**src/rtl/tcx_pkg.sv**
```systemverilog
package tcx_pkg;

    localparam int LANE_CODE_W    = 3;
    localparam int NUM_CONN_LANES = 4;

    // connector lane positions inside the route vector
    localparam logic [1:0] LANE_TX1 = 2'd0;
    localparam logic [1:0] LANE_RX1 = 2'd1;
    localparam logic [1:0] LANE_TX2 = 2'd2;
    localparam logic [1:0] LANE_RX2 = 2'd3;

    typedef enum logic [1:0] {
        MODE_OFF     = 2'b00,
        MODE_USB     = 2'b01,
        MODE_DP4     = 2'b10,
        MODE_USB_DP2 = 2'b11
    } xbar_mode_e;

    typedef enum logic [LANE_CODE_W-1:0] {
        LS_NONE   = 3'd0,
        LS_USB_TX = 3'd1,
        LS_DP0    = 3'd4,
        LS_DP1    = 3'd5,
        LS_DP2    = 3'd6,
        LS_DP3    = 3'd7
    } lane_src_e;

    typedef enum logic [1:0] {
        UR_NONE = 2'd0,
        UR_RX1  = 2'd1,
        UR_RX2  = 2'd2
    } usrx_src_e;

    typedef enum logic [1:0] {
        AUX_OPEN     = 2'd0,
        AUX_STRAIGHT = 2'd1,
        AUX_CROSSED  = 2'd2
    } aux_map_e;

    typedef enum logic [1:0] {
        BG_ARM  = 2'd0,
        BG_LOW  = 2'd1,
        BG_HIGH = 2'd2,
        BG_DONE = 2'd3
    } boot_phase_e;

    typedef struct packed {
        logic [NUM_CONN_LANES-1:0][LANE_CODE_W-1:0] lane;
        usrx_src_e                                   usrx;
        logic                                        pwrdn;
    } route_t;

    // DisplayPort lane n -> lane select code
    function automatic logic [LANE_CODE_W-1:0] dp_code(input logic [1:0] n);
        return {1'b1, n};
    endfunction

    // mode + orientation -> per-lane routing
    function automatic route_t decode_route(input xbar_mode_e mode, input logic flip);
        route_t     r;
        logic [1:0] usb_tx, usb_rx, alt_tx, alt_rx;
        r      = '0;
        usb_tx = flip ? LANE_TX2 : LANE_TX1;
        usb_rx = flip ? LANE_RX2 : LANE_RX1;
        alt_tx = flip ? LANE_TX1 : LANE_TX2;
        alt_rx = flip ? LANE_RX1 : LANE_RX2;
        case (mode)
            MODE_OFF: begin
                r.pwrdn = 1'b1;
            end
            MODE_USB: begin
                r.lane[usb_tx] = LS_USB_TX;
                r.usrx         = flip ? UR_RX2 : UR_RX1;
            end
            MODE_DP4: begin
                r.lane[alt_rx] = dp_code(2'd0);
                r.lane[alt_tx] = dp_code(2'd1);
                r.lane[usb_tx] = dp_code(2'd2);
                r.lane[usb_rx] = dp_code(2'd3);
            end
            default: begin
                r.lane[usb_tx] = LS_USB_TX;
                r.usrx         = flip ? UR_RX2 : UR_RX1;
                r.lane[alt_rx] = dp_code(2'd0);
                r.lane[alt_tx] = dp_code(2'd1);
            end
        endcase
        return r;
    endfunction

endpackage

```
**src/rtl/tcx_sync.sv**
```systemverilog
module tcx_sync #(
    parameter int WIDTH  = 3,
    parameter int STAGES = 2
) (
    input  logic             clk,
    input  logic             rst,
    input  logic [WIDTH-1:0] din,
    output logic [WIDTH-1:0] dout
);
    logic [STAGES-1:0][WIDTH-1:0] stg;

    always_ff @(posedge clk) begin
        if (rst) begin
            stg <= '0;
        end else begin
            stg[0] <= din;
            for (int i = 1; i < STAGES; i++) begin
                stg[i] <= stg[i-1];
            end
        end
    end

    assign dout = stg[STAGES-1];
endmodule

```
**src/rtl/tcx_boot_gate.sv**
```systemverilog
module tcx_boot_gate
    import tcx_pkg::*;
(
    input  logic clk,
    input  logic rst,
    input  logic ctl0_s,
    output logic boot_done
);
    boot_phase_e phase, phase_nx;

    always_comb begin
        phase_nx = phase;
        case (phase)
            BG_ARM:  if (!ctl0_s) phase_nx = BG_LOW;
            BG_LOW:  if (ctl0_s)  phase_nx = BG_HIGH;
            BG_HIGH: if (!ctl0_s) phase_nx = BG_DONE;
            default: phase_nx = BG_DONE;
        endcase
    end

    always_ff @(posedge clk) begin
        if (rst) phase <= BG_ARM;
        else     phase <= phase_nx;
    end

    assign boot_done = (phase == BG_DONE);
endmodule

```
**src/rtl/tcx_aux_timer.sv**
```systemverilog
module tcx_aux_timer
    import tcx_pkg::*;
#(
    parameter int OPEN_CYCLES = 2000
) (
    input  logic       clk,
    input  logic       rst,
    input  logic       ctl1_s,
    input  logic       flip_s,
    output logic [1:0] aux_map
);
    localparam int               CNT_W   = $clog2(OPEN_CYCLES + 1);
    localparam logic [CNT_W-1:0] CNT_END = CNT_W'(OPEN_CYCLES);

    logic [CNT_W-1:0] low_cnt;
    logic             expired;

    assign expired = (low_cnt == CNT_END);

    always_ff @(posedge clk) begin
        if (rst || ctl1_s)  low_cnt <= '0;
        else if (!expired)  low_cnt <= low_cnt + 1'b1;
    end

    always_ff @(posedge clk) begin
        if (rst)          aux_map <= AUX_OPEN;
        else if (ctl1_s)  aux_map <= flip_s ? AUX_CROSSED : AUX_STRAIGHT;
        else if (expired) aux_map <= AUX_OPEN;
    end
endmodule

```
**src/rtl/tcx_route_reg.sv**
```systemverilog
module tcx_route_reg
    import tcx_pkg::*;
(
    input  logic   clk,
    input  logic   rst,
    input  route_t route_d,
    output route_t route_q
);
    localparam route_t RESET_ROUTE = decode_route(MODE_USB, 1'b0);

    logic [NUM_CONN_LANES-1:0][LANE_CODE_W-1:0] lane_q;

    for (genvar g = 0; g < NUM_CONN_LANES; g++) begin : g_lane
        logic [LANE_CODE_W-1:0] sel_q;
        always_ff @(posedge clk) begin
            if (rst) sel_q <= RESET_ROUTE.lane[g];
            else     sel_q <= route_d.lane[g];
        end
        assign lane_q[g] = sel_q;
    end

    usrx_src_e usrx_q;
    logic      pwrdn_q;

    always_ff @(posedge clk) begin
        if (rst) begin
            usrx_q  <= RESET_ROUTE.usrx;
            pwrdn_q <= RESET_ROUTE.pwrdn;
        end else begin
            usrx_q  <= route_d.usrx;
            pwrdn_q <= route_d.pwrdn;
        end
    end

    always_comb begin
        route_q.lane  = lane_q;
        route_q.usrx  = usrx_q;
        route_q.pwrdn = pwrdn_q;
    end
endmodule

```
**src/rtl/tcx_lane_router.sv**
```systemverilog
module tcx_lane_router
    import tcx_pkg::*;
#(
    parameter int AUX_OPEN_CYCLES = 2000,
    parameter int SYNC_STAGES     = 2
) (
    input  logic       clk,
    input  logic       rst,
    input  logic       ctl1_i,
    input  logic       ctl0_i,
    input  logic       flip_i,
    output logic [2:0] tx1_sel_o,
    output logic [2:0] rx1_sel_o,
    output logic [2:0] tx2_sel_o,
    output logic [2:0] rx2_sel_o,
    output logic [1:0] usrx_sel_o,
    output logic [1:0] aux_sel_o,
    output logic       pwrdn_o
);
    logic [2:0] pins_s;
    logic       ctl1_s, ctl0_s, flip_s;
    logic       boot_done;
    xbar_mode_e mode_sel;
    route_t     route_d, route_q;

    tcx_sync #(.WIDTH(3), .STAGES(SYNC_STAGES)) u_sync (
        .clk  (clk),
        .rst  (rst),
        .din  ({ctl1_i, ctl0_i, flip_i}),
        .dout (pins_s)
    );

    assign {ctl1_s, ctl0_s, flip_s} = pins_s;

    tcx_boot_gate u_boot (
        .clk       (clk),
        .rst       (rst),
        .ctl0_s    (ctl0_s),
        .boot_done (boot_done)
    );

    assign mode_sel = boot_done ? xbar_mode_e'({ctl1_s, ctl0_s}) : MODE_USB;
    assign route_d  = decode_route(mode_sel, flip_s);

    tcx_route_reg u_reg (
        .clk     (clk),
        .rst     (rst),
        .route_d (route_d),
        .route_q (route_q)
    );

    tcx_aux_timer #(.OPEN_CYCLES(AUX_OPEN_CYCLES)) u_aux (
        .clk     (clk),
        .rst     (rst),
        .ctl1_s  (ctl1_s),
        .flip_s  (flip_s),
        .aux_map (aux_sel_o)
    );

    assign tx1_sel_o  = route_q.lane[LANE_TX1];
    assign rx1_sel_o  = route_q.lane[LANE_RX1];
    assign tx2_sel_o  = route_q.lane[LANE_TX2];
    assign rx2_sel_o  = route_q.lane[LANE_RX2];
    assign usrx_sel_o = route_q.usrx;
    assign pwrdn_o    = route_q.pwrdn;
endmodule

```
**config.mk**
```make
export PLATFORM = sky130hd
export DESIGN_NAME = tcx_lane_router
export DESIGN_NICKNAME = d
export VERILOG_FILES = /design/src/rtl/tcx_pkg.sv /design/src/rtl/tcx_sync.sv /design/src/rtl/tcx_boot_gate.sv /design/src/rtl/tcx_aux_timer.sv /design/src/rtl/tcx_route_reg.sv /design/src/rtl/tcx_lane_router.sv
export SDC_FILE = /design/constraint.sdc
export NUM_CORES = 1
export LEC_CHECK = 0
export BUFFER_PORTS_ARGS = -buffer_cell sky130_fd_sc_hd__buf_2
export CAP_MARGIN = 20
export CORE_ASPECT_RATIO = 0.75
export CORE_MARGIN = 4
export CORE_UTILIZATION = 40
export CTS_CLUSTER_DIAMETER = 50
export DETAILED_ROUTE_END_ITERATION = 10
export GPL_TIMING_DRIVEN = 0
export PLACE_DENSITY_LB_ADDON = 0.15
export SLEW_MARGIN = 20
export SYNTH_ARGS = -nofsm -noshare
export SYNTH_HDL_FRONTEND = slang
export SYNTH_SLANG_ARGS = --single-unit
```
**constraint.sdc**
```tcl
create_clock -name clk -period 1.4 [get_ports clk]
set_input_delay 0.28 -clock clk [delete_from_list [all_inputs] [get_ports clk]]
set_output_delay 0.28 -clock clk [all_outputs]
set_load 0.05 [all_outputs]
```
**Yosys cells after proc, flatten, opt, wreduce, memory -nomap -nowiden**

Cells that the tools add are included.

- $add $sub $neg: 1
- $mul: 0
- Div/mod/pow operators: 0
- Order comparisons: 8
- Equality and inequality tests: 9
- Shift operators: 0
- Multiplexer cells: 23
- Bitwise operators: 10
- Reductions and logical operators: 11

Operators by type and width:

| kind | number |
|---|---|
| $pmux W12 S3 | 1 |
| $demux W3 S2 | 4 |
| $or A8 B8 Y8 | 3 |
| $mux W2 | 11 |
| $lt A2 B3 Y1 const B | 4 |
| $mux W3 | 4 |
| $or A12 B12 Y12 | 1 |
| $add A11 B1 Y11 const B | 1 |
| $eq A11 B11 Y1 const B | 1 |
| $and A4 B4 Y4 | 2 |
| $and A7 B8 Y8 | 1 |
| $ge A2 B1 Y1 const B | 4 |
| $not A4 Y4 | 2 |
| $not A8 Y8 | 1 |
| $eq A2 B2 Y1 const B | 3 |
| $ne A2 B2 Y1 const B | 3 |
| $pmux W2 S3 | 1 |
| $eq A2 B1 Y1 const B | 2 |
| $logic_and A1 B1 Y1 | 4 |
| $logic_not A2 Y1 | 2 |
| $reduce_and A3 Y1 | 1 |
| $reduce_or A3 Y1 | 1 |
| $mux W1 | 2 |
| $reduce_bool A2 Y1 | 1 |
| 2 further kinds | 2 |

- Register bits after elaboration: 36
- Bits in latches: 0
- RAM bits: 0
- Memory bits (read-only): 0
- Input port bits: 5
- Output and inout bits: 17
- Logic and storage cells: 74
- Memories: 0

**Longest topological paths before layout**

- Depth after elaboration: 9
- Mapped depth: 5

**Modules after synthesis**

Synthesis repeated with hierarchy kept, for this count alone.

- Cell total of the unflattened synthesis: 138
- Area total of the unflattened synthesis: 1377.6 um2

Modules (own cells, without submodules):

| module | instances | cells an instance | area an instance (um2) |
|---|---|---|---|
| tcx_aux_timer | 1 | 71 | 643.1 |
| tcx_route_reg | 1 | 32 | 417.9 |
| tcx_sync | 1 | 15 | 180.2 |
| tcx_lane_router | 1 | 13 | 71.3 |
| tcx_boot_gate | 1 | 7 | 65.1 |

**Worst setup path after synthesis**

No wires, ideal clock.

- Path type: flip-flop to flip-flop
- From: register u_aux.low_cnt[2]
- To: register u_aux.low_cnt[0]
- Arrival time: 1.269 ns
- Data required time: 1.328 ns
- Slack: 0.060 ns
- Stages on the path, launching flop included: 4
- Buffers on the path: 0
- Cells stage by stage: dfxtp_1 -> or4b_4 -> nor3_4 -> mux2i_1

- Word-level cells in the longest chain between the ends: 1

Ends and longest elaborated chain:

| item | line | source |
|---|---|---|
| start: declaration | tcx_aux_timer.sv:15 | `logic [CNT_W-1:0] low_cnt;` |
| start signal: assignment | tcx_aux_timer.sv:22 | `else if (!expired) low_cnt <= low_cnt + 1'b1;` |
| $eq A11 B11 Y1 | tcx_aux_timer.sv:18 | `assign expired = (low_cnt == CNT_END);` |

Every way passes these cells.
A chain may end at the register's enable or synchronous reset.

**Final worst setup path**

Ends and elaborated chain as after synthesis.

==> Implementation_results.wiki <==
{| class="wikitable"
! Metric !! Value
|-
| Outcome || completed
|-
| Detailed-router iteration count before antenna repair || 4
|-
| Library cell with the largest summed area after synthesis || dfxtp_1
|-
| Count of vias placed by the detailed router || 909
|-
| Antenna diode instance count || 0
|-
| Count of buffers inserted at the top-level ports || 20
|-
| Boundary pin count || 22
|-
| Clock sink count || 30
|-
| Fraction of registers with async set or reset after synthesis || 0%
|-
| Worst path max stage delay || 0.52 ns
|-
| Floorplan row count || 16
|-
| Type of the tightest min-delay check || input pin to flip-flop
|-
| Post-layout power || 0.00165 W
|-
| Die Area || 3850 um^2
|-
| Post-synth top area share || 51.6%
|-
| Mean routed wirelength per cell || 11.9 um
|-
| Unrepaired setup endpoints after global routing || true
|-
| Layout cell share with drive strength beyond 1 || 33.8%
|-
| Post-Route WL || 2.19 mm
|-
| Total global routing overflow || 0
|-
| Synth warn || 0
|-
| Cells along the critical path || or4b_4 -> nor3_4 -> buf_6 -> mux2i_1
|-
| Number of register bits inferred by synthesis || 30
|-
| Initial standard-cell utilization of the core || 43.1%
|-
| Number of hold violations in the final report || 0
|-
| Post-Synthesis Cells || 119
|-
| Count of unique library cells instantiated by Yosys || 31
|-
| Core footprint || 2700 um^2
|-
| Initial antenna violation count || 0
|-
| Clock Skews || 0.00328 ns
|-
| CTS root buf || clkbuf_8
|-
| Number of violations of the max-capacitance limit || 0
|-
| EDFF count, synth || 0
|-
| Area occupied by registers || 613 um^2
|-
| Final GP Congestion || 0.667
|-
| Overall routing resource usage || 12.7%
|-
| Number of nets with antenna violations after routing || 0
|-
| Dominant synthesized flop cell || dfxtp_1
|-
| Critical Path End Type || flip-flop
|-
| Maximum frequency from static timing analysis || 0.714 GHz
|-
| Clock transition at the register clock pins on the worst setup and hold paths after CTS || 0.06 ns
|-
| Internal reg-to-reg setup slack || 0.0004 ns
|-
| Sequential cell area fraction in the yosys report || 51.6%
|-
| Pre-CTS setup slack || -0.0959 ns
|-
| Net count, final || 156
|-
| Inserted Clock Buffers || 5
|-
| Fill cell total of the finished layout || 259
|-
| DPL Wire Length || 1.55 mm
|-
| Deepest clock path buffer count || 2
|-
| Final critical-path share of the clock period || 100%
|-
| PnR worst setup slack || 0.000406 ns
|-
| Number of levels the H-tree was split into || 2
|-
| Die X-Extent || 70.3 um
|-
| Signed area change from the synthesized netlist to the final layout || 24.4%
|-
| Vias/cell || 4.94
|-
| Total count of max-transition violations in the final report || 0
|-
| Clock Latency Late Sink || 0.28 ns
|-
| Tmin final || 1.40 ns
|-
| Cells taking the most area after synthesis || dfxtp_1 52%, a21oi_1 4.7%, buf_4 3.9%
|-
| Maximum number of pins on one net before global-route repair || 11
|-
| Iter 0 DRT Violations || 27
|-
| Worst ir drop on vdd || 0.643 mV
|-
| Area of the multi-input gates || 505 um^2
|-
| # hold bufs at CTS || 0
|-
| Netlist area before placement || 1160 um^2
|-
| Slowest library cell on the worst path || or4b_4
|-
| Cell family with most CP delay || simple AND/OR/NAND/NOR gates
|-
| Static leakage || 0.598 nW
|-
| Post-Synthesis Net Count || 126
|-
| Data required time of the worst path || 1.60 ns
|-
| Worst slew pin tran || 0.446 ns
|-
| Height of the die || 54.7 um
|-
| Leading post-synthesis cells by instance count || 30 x dfxtp_1, 11 x a21oi_1, 11 x nand2_1
|-
| Arrival @ worst endpoint || 1.60 ns
|-
| CTS tree || built
|-
| Power Dens Cells || 1140 nW/um^2
|-
| Count of buffer and inverter cells on the critical path || 1
|-
| Number of failing setup endpoints in the final timing report || 0
|-
| Startpoint types || flip-flop
|-
| Count of unresolved DRC violations after routing || 0
|-
| Library cell with the highest instance count after synthesis || dfxtp_1
|-
| Max FO, Critical Path || 5
|-
| Max-Slew Margin vs Limit || 70.3%
|-
| Global-route wire length before repair || 3.72 mm
|-
| Synthesized area per cell || 9.78 um^2
|-
| Number of global-route vias before repair || 873
|-
| Worst setup path class || flip-flop to flip-flop
|}
[per-layer routing]
layer	global-route usage, %	part of all wire (%)
met1	14.6	47
met2	20.3	43
met3	7.16	8.3
met4	3.82	1.1
met5	0	0
[placed cells by master (no fill, tap or decap), types with 3 or more instances in the layout]
master / instances
buf_2: 20
nand2_1: 10
dfxtp_2: 4
clkbuf_8: 6
nor2b_1: 6
clkbuf_1: 3
dfxtp_1: 24
buf_4: 8
o31ai_1: 4
inv_1: 5
nor2_1: 6
a21oi_1: 11
nand3_1: 3
nand3b_1: 3
or4_1: 4
[path summary, 6_finish.rpt]
check	end	start	cells after the start
min reg2reg	u_sync.dout[0]	u_sync.stg[0]	1
min	u_sync.stg[0]	flip_i	2
max	u_aux.low_cnt[0]	u_aux.low_cnt[2]	4
max reg2reg	u_aux.low_cnt[0]	u_aux.low_cnt[2]	4
[timing repair]
item,4_1_cts,5_1_grt
gates resized for setup,9,4
pin swaps,4,1
gates cloned,0,0
endpoints found under the setup margin,6,7
buffers inserted,3,0
[through the flow]
stage,instance area (um^2),std cells,hold slack (ns),utilization (%),TNS [ns]
after global placement,1310,175,0.420,48.4,-0.129
final,1450,184,0.212,53.6,0
after global routing,1450,184,0.230,53.6,-0.0670
after CTS,1440,184,0.208,53.3,-0.101
after floorplan,1160,119,0.408,-,0
after detailed placement,1310,175,0.420,48.4,-0.260
[power by group]
group	switching, W	internal (W)	leakage, nW	total [W]
Combinational	0.0000630	0.0000330	0.308	0.0000960
Clock	0.000282	0.000377	0.0431	0.000659
Sequential	0.0000180	0.000877	0.248	0.000896
[registers in the layout (all words and copies together) (netlist names)]
register,cells
u_boot.phase,2
u_reg.g_lane.sel_q,6
u_sync.stg,3
u_aux.low_cnt,11
u_reg.pwrdn_q,1
u_reg.usrx_q,2
u_aux.aux_map,2
u_sync.dout,3
[cells by family (layout without fill, tap and decap cells)]
group	after synthesis	in the layout	synth area share, %
simple gates	47	47	25.3
compound gates	22	22	11.3
fa+ha+maj	2	2	2.15
mux	2	2	1.72
flops	30	30	51.6
buf+inv	14	43	6.45
xor+xnor	2	2	1.51
[cell type report]
class,count,share of cell area (%)
multi-input cells,75,34.9
inverters,5,1.30
clock buffers,6,5.70
repair buffers,23,8.73
well taps,36,3.11
flip-flops and latches,30,42.4
plain buffers,9,3.89
Power figures use the tool's default switching activity.
